$ cat src/rtl/sbs_pkg.sv
package sbs_pkg;
   // Which half of the core cycle the next clock edge belongs to.
   typedef enum logic {
      PH_RD = 1'b0,
      PH_WR = 1'b1
   } phase_e;

   // Read latency selection, as decoded from the mode input.
   typedef enum logic {
      LAT_ONE      = 1'b0,
      LAT_ONE_HALF = 1'b1
   } lat_e;

   function automatic phase_e next_phase(input phase_e p);
      return (p == PH_RD) ? PH_WR : PH_RD;
   endfunction
endpackage

$ cat src/rtl/sbs_store.sv
module sbs_store
   import sbs_pkg::*;
#(
   parameter int ADDR_W = 4,
   parameter int LANES  = 2,
   parameter int LANE_W = 8,
   localparam int LINE_L = 2 * LANES,
   localparam int LINE_W = LINE_L * LANE_W,
   localparam int DEPTH  = 1 << ADDR_W
) (
   input  logic              clk,
   input  logic              we,
   input  logic [ADDR_W-1:0] waddr,
   input  logic [LINE_W-1:0] wdata,
   input  logic [LINE_L-1:0] wbe,
   input  logic [ADDR_W-1:0] raddr,
   output logic [LINE_W-1:0] rdata
);
   logic [LINE_W-1:0] mem [DEPTH];

   initial begin
      assert (DEPTH <= 4096) else $error("sbs_store: depth %0d too large", DEPTH);
   end

   // Lane-masked line write; one commit per core cycle at most.
   always_ff @(posedge clk) begin
      if (we) begin
         for (int l = 0; l < LINE_L; l++) begin
            if (wbe[l]) mem[waddr][l*LANE_W +: LANE_W] <= wdata[l*LANE_W +: LANE_W];
         end
      end
   end

   // Asynchronous read; the read port registers the merged result.
   assign rdata = mem[raddr];
endmodule

$ cat src/rtl/sbs_write_port.sv
module sbs_write_port
   import sbs_pkg::*;
#(
   parameter int ADDR_W = 4,
   parameter int LANES  = 2,
   parameter int LANE_W = 8,
   localparam int WORD_W = LANES * LANE_W,
   localparam int LINE_W = 2 * WORD_W,
   localparam int LINE_L = 2 * LANES
) (
   input  logic              clk,
   input  logic              rst_n,
   input  phase_e            ph,
   input  logic              wr_sel_n,
   input  logic [ADDR_W-1:0] addr,
   input  logic [WORD_W-1:0] wr_data,
   input  logic [LANES-1:0]  wr_be,
   output logic              pend_v,
   output logic [ADDR_W-1:0] pend_addr,
   output logic [LINE_W-1:0] pend_data,
   output logic [LINE_L-1:0] pend_be
);
   logic              w_act;
   logic [ADDR_W-1:0] w_addr;
   logic [WORD_W-1:0] w_d0, w_d1;
   logic [LANES-1:0]  w_b0, w_b1;

   // Write-address edge: capture address and word 0, and retire the previous
   // slot, which the top commits on this same edge. The next edge adds word 1.
   always_ff @(posedge clk or negedge rst_n) begin
      if (!rst_n) begin
         w_act  <= 1'b0;
         w_addr <= '0;
         w_d0   <= '0;
         w_d1   <= '0;
         w_b0   <= '0;
         w_b1   <= '0;
      end else if (ph == PH_WR) begin
         w_act <= !wr_sel_n;
         if (!wr_sel_n) begin
            w_addr <= addr;
            w_d0   <= wr_data;
            w_b0   <= wr_be;
         end
      end else if (w_act) begin
         w_d1 <= wr_data;
         w_b1 <= wr_be;
      end
   end

   assign pend_v    = w_act;
   assign pend_addr = w_addr;
   assign pend_data = {w_d1, w_d0};
   assign pend_be   = {w_b1, w_b0};


   wr_slot_phase_chk: assert property (@(posedge clk) disable iff (!rst_n)
      (ph == PH_RD) |=> $stable(w_act) && $stable(w_addr));


   wr_desel_chk: assert property (@(posedge clk) disable iff (!rst_n)
      (ph == PH_WR && wr_sel_n) |=> !pend_v);
endmodule

$ cat src/rtl/sbs_read_port.sv
module sbs_read_port
   import sbs_pkg::*;
#(
   parameter int ADDR_W = 4,
   parameter int LANES  = 2,
   parameter int LANE_W = 8,
   localparam int WORD_W = LANES * LANE_W,
   localparam int LINE_W = 2 * WORD_W,
   localparam int LINE_L = 2 * LANES
) (
   input  logic              clk,
   input  logic              rst_n,
   input  phase_e            ph,
   input  logic              lat_long,
   input  logic              rd_sel_n,
   input  logic [ADDR_W-1:0] addr,
   input  logic [LINE_W-1:0] arr_data,
   input  logic              fwd_v,
   input  logic [ADDR_W-1:0] fwd_addr,
   input  logic [LINE_W-1:0] fwd_data,
   input  logic [LINE_L-1:0] fwd_be,
   output logic [ADDR_W-1:0] ra,
   output logic [WORD_W-1:0] rd_data,
   output logic              rd_valid
);
   lat_e              lat;
   logic              r_act, f_act, g_act;
   logic [LINE_W-1:0] merged, fbuf, gbuf;
   logic              fwd_hit;
   logic              o_v;
   logic [WORD_W-1:0] o_word, o_d;

   assign lat     = lat_e'(lat_long);
   assign fwd_hit = fwd_v && (fwd_addr == ra);

   // Per-lane coherency merge: enabled lanes of a pending write override storage.
   for (genvar l = 0; l < LINE_L; l++) begin : g_lane
      assign merged[l*LANE_W +: LANE_W] = (fwd_hit && fwd_be[l])
         ? fwd_data[l*LANE_W +: LANE_W] : arr_data[l*LANE_W +: LANE_W];
   end

   // Pick the word for the next edge from the staging buffers.
   always_comb begin
      o_v    = 1'b0;
      o_word = '0;
      unique case ({lat, ph})
         {LAT_ONE, PH_RD}: begin
            o_v    = f_act;
            o_word = fbuf[WORD_W-1:0];
         end
         {LAT_ONE, PH_WR}: begin
            o_v    = g_act;
            o_word = gbuf[LINE_W-1:WORD_W];
         end
         {LAT_ONE_HALF, PH_WR}: begin
            o_v    = g_act;
            o_word = gbuf[WORD_W-1:0];
         end
         default: begin
            o_v    = g_act;
            o_word = gbuf[LINE_W-1:WORD_W];
         end
      endcase
      o_d = o_v ? o_word : '0;
   end

   always_ff @(posedge clk or negedge rst_n) begin
      if (!rst_n) begin
         ra       <= '0;
         r_act    <= 1'b0;
         fbuf     <= '0;
         f_act    <= 1'b0;
         gbuf     <= '0;
         g_act    <= 1'b0;
         rd_data  <= '0;
         rd_valid <= 1'b0;
      end else begin
         if (ph == PH_RD) begin
            r_act <= !rd_sel_n;
            if (!rd_sel_n) ra <= addr;
            gbuf  <= fbuf;
            g_act <= f_act;
         end else begin
            fbuf  <= merged;
            f_act <= r_act;
         end
         rd_data  <= o_d;
         rd_valid <= o_v;
      end
   end


   rd_addr_phase_chk: assert property (@(posedge clk) disable iff (!rst_n)
      (ph == PH_WR) |=> $stable(ra));


   rd_idle_zero_chk: assert property (@(posedge clk) disable iff (!rst_n)
      !rd_valid |-> (rd_data == '0));


   rd_lat_short_chk: assert property (@(posedge clk) disable iff (!rst_n)
      ($rose(rd_valid) && !lat_long) |-> (ph == PH_WR));


   rd_lat_long_chk: assert property (@(posedge clk) disable iff (!rst_n)
      ($rose(rd_valid) && lat_long) |-> (ph == PH_RD));


   rd_pair_chk: assert property (@(posedge clk) disable iff (!rst_n)
      (rd_valid && (ph == (lat_long ? PH_RD : PH_WR))) |=> rd_valid);
endmodule

$ cat src/rtl/sp_burst_sram.sv
module sp_burst_sram
   import sbs_pkg::*;
#(
   parameter int ADDR_W = 4,
   parameter int LANES  = 2,
   parameter int LANE_W = 8,
   localparam int WORD_W = LANES * LANE_W,
   localparam int LINE_W = 2 * WORD_W,
   localparam int LINE_L = 2 * LANES
) (
   input  logic              clk,
   input  logic              rst_n,
   input  logic              lat_long,
   input  logic [ADDR_W-1:0] addr,
   input  logic              rd_sel_n,
   input  logic              wr_sel_n,
   input  logic [WORD_W-1:0] wr_data,
   input  logic [LANES-1:0]  wr_be,
   output logic [WORD_W-1:0] rd_data,
   output logic              rd_valid
);
   initial begin
      assert (ADDR_W >= 1 && ADDR_W <= 12) else $error("sp_burst_sram: ADDR_W %0d out of range", ADDR_W);
      assert (LANES >= 1) else $error("sp_burst_sram: LANES must be positive");
      assert (LANE_W >= 1) else $error("sp_burst_sram: LANE_W must be positive");
   end

   phase_e            ph;
   logic              pend_v;
   logic [ADDR_W-1:0] pend_addr, ra;
   logic [LINE_W-1:0] pend_data, arr_data;
   logic [LINE_L-1:0] pend_be;
   logic              st_we;

   // Half-cycle phase: the first edge out of reset is a read-address edge.
   always_ff @(posedge clk or negedge rst_n) begin
      if (!rst_n) ph <= PH_RD;
      else        ph <= next_phase(ph);
   end

   sbs_write_port #(.ADDR_W(ADDR_W), .LANES(LANES), .LANE_W(LANE_W)) u_wr (
      .clk       (clk),
      .rst_n     (rst_n),
      .ph        (ph),
      .wr_sel_n  (wr_sel_n),
      .addr      (addr),
      .wr_data   (wr_data),
      .wr_be     (wr_be),
      .pend_v    (pend_v),
      .pend_addr (pend_addr),
      .pend_data (pend_data),
      .pend_be   (pend_be)
   );

   // A complete pending line retires on the next write-address edge.
   assign st_we = pend_v && (ph == PH_WR);

   sbs_store #(.ADDR_W(ADDR_W), .LANES(LANES), .LANE_W(LANE_W)) u_store (
      .clk   (clk),
      .we    (st_we),
      .waddr (pend_addr),
      .wdata (pend_data),
      .wbe   (pend_be),
      .raddr (ra),
      .rdata (arr_data)
   );

   sbs_read_port #(.ADDR_W(ADDR_W), .LANES(LANES), .LANE_W(LANE_W)) u_rd (
      .clk      (clk),
      .rst_n    (rst_n),
      .ph       (ph),
      .lat_long (lat_long),
      .rd_sel_n (rd_sel_n),
      .addr     (addr),
      .arr_data (arr_data),
      .fwd_v    (pend_v),
      .fwd_addr (pend_addr),
      .fwd_data (pend_data),
      .fwd_be   (pend_be),
      .ra       (ra),
      .rd_data  (rd_data),
      .rd_valid (rd_valid)
   );


   phase_alt_chk: assert property (@(posedge clk) disable iff (!rst_n)
      1'b1 |=> (ph != $past(ph)));
endmodule

$ cat config.mk
export PLATFORM = sky130hd
export DESIGN_NAME = sp_burst_sram
export DESIGN_NICKNAME = d
export VERILOG_FILES = /design/src/rtl/sbs_pkg.sv /design/src/rtl/sbs_store.sv /design/src/rtl/sbs_write_port.sv /design/src/rtl/sbs_read_port.sv /design/src/rtl/sp_burst_sram.sv
export SDC_FILE = /design/constraint.sdc
export NUM_CORES = 1
export LEC_CHECK = 0
export CAP_MARGIN = 25
export CORE_UTILIZATION = 57
export DETAILED_ROUTE_END_ITERATION = 12
export GPL_TIMING_DRIVEN = 0
export PLACE_DENSITY = 0.74
export SYNTH_ARGS = -nofsm -noshare
export SYNTH_HDL_FRONTEND = slang
export SYNTH_HIERARCHICAL = 1
export SYNTH_SLANG_ARGS = --single-unit
$ cat constraint.sdc
create_clock -name clk -period 3.52 [get_ports clk]
set_clock_uncertainty 0.2 [all_clocks]
set_input_delay 0.352 -clock clk [delete_from_list [all_inputs] [get_ports clk]]
set_output_delay 0.352 -clock clk [all_outputs]
set_load 0.01 [all_outputs]
After elaboration in Yosys (flattened, before gate mapping)
Memories as Yosys holds them, arrays and structs flattened. A register that Yosys moved wholly into a read port is not among the register bits.
Cells that the tools add are included.

storage, ports and cells
  register bits after elaboration = 98
  memory bits (writable) = 512
  output and inout bits = 17
  memories kept = 1
  bits of input ports = 27

operators by class
  bitwise logic cells = 3
  multiplexer cells = 16
  reduce and logical (&&, ||, !) cells = 8
  eq/ne operators = 1

memories
  memory       words  width  read ports  clocked after memory_dff  write ports  line             RTL
  u_store.mem  16     32     1           1                         1            sbs_store.sv:19  logic [LINE_W-1:0] mem [DEPTH];

operators with widths
  operator                                     number
  16-bit one-hot mux with 2 select lines       1
  16-bit two-way mux                           1
  1-bit two-way mux                            14
  2-bit AND reduction                          3
  1-bit zero test                              3
  1-bit NOT                                    3
  2-bit equality test (second input constant)  1
  2-bit zero test                              1
  1-bit logical AND                            1

Longest topological paths before layout
  depth in word-level cells = 3
  gate-level depth with buffers = 10
  depth with buffers taken out = 6

Cells and area by module
Netlist, hierarchy kept.

by module, submodules not included
  module          area each (µm²)  cells an instance  times used
  sbs_store       19458.7          877                1
  sbs_read_port   4321.6           388                1
  sbs_write_port  1624.1           89                 1
  sp_burst_sram   35.0             3                  1

Least setup slack after synthesis
No wires, ideal clock.

  path type = register to register
  start = register ph
  end = register u_rd.rd_data[10]
  library setup time = 132 ps
  setup slack = 1006 ps
  arrival time = 2182 ps
  stages on the path, launching flop included = 9
  path through = dfrtp_1 clkbuf_1 clkbuf_1 inv_1 ha_1 clkbuf_1 mux2i_1 clkbuf_1 nor2_1

on the way
  cells in the longest elaborated chain, start to end = 3

RTL lines
  element                                                                      line                 RTL
  start, declared                                                              sp_burst_sram.sv:28  phase_e ph;
  start signal, assigned                                                       sp_burst_sram.sv:38  else ph <= next_phase(ph);
  2-bit equality test or 2-bit zero test (tied branches)                       sbs_read_port.sv:46  unique case ({lat, ph})
  16-bit one-hot mux with 2 select lines or 1-bit two-way mux (tied branches)  sbs_read_port.sv:46
  16-bit two-way mux (*)                                                       sbs_read_port.sv:64  o_d = o_v ? o_word : '0;
  net u_rd.o_d[10]                                                             sbs_read_port.sv:31  logic [WORD_W-1:0] o_word, o_d;
  end signal, assigned                                                         sbs_read_port.sv:75  rd_data <= '0;
  end signal, assigned                                                         sbs_read_port.sv:87  rd_data <= o_d;
  end, declared                                                                sbs_read_port.sv:23  output logic [WORD_W-1:0] rd_data,

The timed path passes the listed nets; every way through them passes the cells marked *.
A chain may end at the register's enable or synchronous reset.

Worst setup path after layout
  start = register ph
  end = register u_rd.rd_data[14]

The elaborated chain is that of the path after synthesis.

==> results.py <==
metrics = {
    "synth": {
        "synth_xor_xnor_area_share_pct": 0.0689,
        "synth-seq-cells": 642,
        "postSynth.asyncResetShare_pct": 20.2,
        "synth_compound_area_share_pct": 5.12,
        "netlist_instances": 1357,
        "syn-cell-area_mm2": 0.0254,
        "yosys.area_share.simple_pct": 4.69,
        "synthMuxAreaShare_pct": 14.9,
        "synth_fa_ha_area_share_pct": 0.0984,
        "synthMostInstantiatedCell": "edfxtp_1",
        "avgSynthCellArea_um2": 18.7,
        "synth_top_cell_by_area": "edfxtp_1",
        "yosysWarnings": 6,
        "synthTopCellsByCount": "edfxtp_1, nor2_1, dfrtp_1",
        "synth_top_family_by_area": "multiplexers",
        "synth_edf_count": 512,
        "yosysTopAreaCellShare_pct": 60.4,
        "yosysUniqueCellTypes": 36,
        "synth_fp_nets": 1386,
        "synth_seq_area_share_pct": 73.2,
        "ys.flop_type": "edfxtp_1",
        "synth.area.top_cells": "edfxtp_1, dfrtp_1, mux4_2, mux2_2, a22oi_1",
    },
    "clock_tree": {
        "cts_root_buffer": "clkbuf_16",
        "path_clk_slew_ns": 0.06,
        "clock_path_buffers": 3,
        "numCtsBuffers": 66,
        "numClockSinks": 642,
        "cts_tree": "done",
        "insertion_delay_ns": 0.59,
        "htreeDepth": 3,
        "post-cts-setup-buffers": 0,
    },
    "setup_path": {
        "r2r_end": "u_rd/rd_data[14]",
        "rrSetupSlack_ns": 0.33,
        "reg2reg_depth": 8,
        "crit_top_cell": "clkbuf_1",
        "r2r-start": "ph",
        "end_kind": "flop",
        "worst-path-buf-inv": 5,
        "crit_type": "flop to flop",
        "cp_top_family": "buffers and inverters",
        "crit_fanout": 10,
        "cp.required_ns": 3.76,
        "cp-start-kind": "flop",
        "path_cells": "clkbuf_1 -> clkbuf_1 -> inv_1 -> ha_1 -> clkbuf_1 -> mux2i_2 -> clkbuf_1 -> nor2_1",
        "cpPeakStageDelay_ns": 0.52,
        "cpMaxStageDelayCell": "dfrtp_1",
        "cp_data_arrival_time_ns": 3.43,
    },
    "die": {
        "die_area_mm2": 0.0455,
        "start_util_pct": 57.7,
        "die_w_um": 213,
        "num_rows": 77,
        "io_pins": 44,
        "core_mm2": 0.0441,
        "die_h_um": 213,
    },
    "place": {
        "place_hpwl_mm": 40.9,
        "globalplace.congestion": 0.889,
        "port-buffer-count": 43,
        "dp_slack_ns": 0.307,
    },
    "routing": {
        "finalWirelength_mm": 60.9,
        "wire_per_inst_um": 28.8,
        "dr.first_iter.drc_count": 1798,
        "route.detailed.drc": 0,
        "vias": 13700,
        "postRouteAntennaNets": 0,
        "drt_pre_antenna_iters": 5,
        "vias_per_cell": 6.48,
    },
    "run_status": {
        "status": "completed",
    },
    "sta": {
        "setup_ws_ns": 0.330,
        "worst_pin_slew_ns": 1.13,
        "slew_headroom_pct": 24.4,
        "max_freq_ghz": 0.313,
        "setup_viol": 0,
        "period_needed_ns": 3.19,
        "final_max_slew_viol_count": 0,
        "finalHoldViolations": 0,
        "rsz0062_at_grt": "false",
        "min_period_over_period_pct": 90.6,
    },
    "power_and_ir_drop": {
        "power.density_mw_per_mm2": 606,
        "power_frac_seq_pct": 51.1,
        "p_sw_share_pct": 23.6,
        "finalPower_w": 0.0175,
        "clock_power_share_pct": 39.7,
        "ir_drop_v": 0.000441,
        "combPwrFrac_pct": 9.2,
        "p_sw_w": 0.00412,
        "p_int_w": 0.0133,
        "cellLeakagePower_nw": 9.70,
    },
    "cells_and_area": {
        "drive_gt1_share_pct": 25.1,
        "area_growth_pct": 13.4,
        "post-route-util_pct": 65.4,
        "nets": 1502,
    },
    "flow_run": {
        "max-cap-violations": 0,
    },
    "global_routing": {
        "antenna_found_initial": 0,
        "grtUsageTotal_pct": 28.1,
        "overflow": 0,
        "grt_pass1_wl_mm": 89.8,
        "grt_max_degree": 95,
        "grt_pass1_vias": 13600,
    },
    "hold_path": {
        "hold_class": "input port to async pin",
    },
}
==> layer usage <==
| layer | GRT usage (%) | share of wire (%) | vias to the layer above |
|---|---|---|---|
| met5 | 0 | 0 | - |
| met2 | 42.9 | 48 | 697 |
| met3 | 5.74 | 9.3 | 100 |
| met1 | 41.2 | 41 | 7212 |
| li1 | - | - | 5692 |
| met4 | 9.33 | 2.6 | 0 |
==> layout by cell type (no fill, tap or decap), drive strengths merged, types with 2 or more instances in the layout <==
cell type        n
bufinv           5
nand2b           3
ha               2
dfrtp          130
a21oi           16
edfxtp         512
and2b            2
nand4           33
inv              8
a22oi           80
clkinvlp         2
nor2b            8
buf             48
nand2           55
o31ai           32
mux2            75
clkbuf         135
a31oi           32
and2             2
clkinv          18
nand3            6
or4              4
o21ai            2
nor2           132
mux4           128
clkdlybuf4s50   42
nor4             4
==> timing repair <==
item,4_1_cts,5_1_grt
gates resized for setup,0,1
endpoints found under the setup margin,0,4
hold buffers,1,0
endpoints found under the hold margin,130,0
==> cell families after synthesis <==
logic type	count (synthesis)
buf+inv	94
mux	204
compound gates	164
fa+ha+maj	2
flops	642
xor+xnor	2
simple gates	249
==> power groups by stage <==
| stage | logic, W | clock network, W | registers, W |
|---|---|---|---|
| floorplan | 0.00104 | 0 | 0.00891 |
| global placement | 0.00154 | 0 | 0.00906 |
| detailed placement | 0.00157 | 0 | 0.00908 |
| CTS | 0.00158 | 0.00704 | 0.00893 |
| global route | 0.00169 | 0.00733 | 0.00897 |
| finish | 0.00160 | 0.00693 | 0.00893 |
==> state kept, by name, indices dropped and copies added (netlist names) <==
| name | cells |
|---|---|
| u_wr/w_d1 | 16 |
| u_store/mem | 512 |
| u_rd/g_act | 1 |
| u_rd/r_act | 1 |
| u_rd/gbuf | 32 |
| ph | 1 |
| u_wr/pend_v | 1 |
| u_rd/rd_data | 16 |
| u_wr/w_b0 | 2 |
| u_rd/f_act | 1 |
| u_rd/fbuf | 32 |
| u_wr/w_b1 | 2 |
| u_rd/rd_valid | 1 |
| u_wr/w_d0 | 16 |
| u_rd/ra | 4 |
| u_wr/pend_addr | 4 |
==> worst max-delay path by stage <==
| stage | cells after the start | to | slack, ns | startpoint |
|---|---|---|---|---|
| detailed placement | 8 | u_rd/rd_data[14] | 0.31 | ph |
| floorplan | 8 | u_rd/rd_data[10] | 1.01 | ph |
| global placement | 1 | u_wr/pend_addr[3] | -2.98 | rst_n |
| CTS | 8 | u_rd/rd_data[11] | 0.29 | ph |
| finish | 8 | u_rd/rd_data[14] | 0.33 | ph |
| global route | 8 | u_rd/rd_data[11] | 0.14 | ph |
==> metrics by stage <==
stage	cells	setup TNS, ns	instance area (µm²)	hold WS [ns]
global route	2114	0	28800	0.0585
detailed placement	1993	0	26600	0.0692
floorplan	1357	0	25400	-0.144
global placement	1992	-385.71	26600	0.257
finish	2115	0	28800	0.0253
CTS	2111	0	28800	0.0294
==> final cells by class <==
type / instances / area [µm²]
fill: 3037 / 15300
timing repair buffer: 48 / 492
clock inverter: 27 / 273
buffer: 88 / 467
multi-input combinational: 621 / 6330
clock buffer: 90 / 1890
antenna: 1 / 2.50
sequential: 642 / 18600
inverter: 6 / 22.5
tap: 592 / 741
Note: power is estimated with default switching activity, not from simulation.
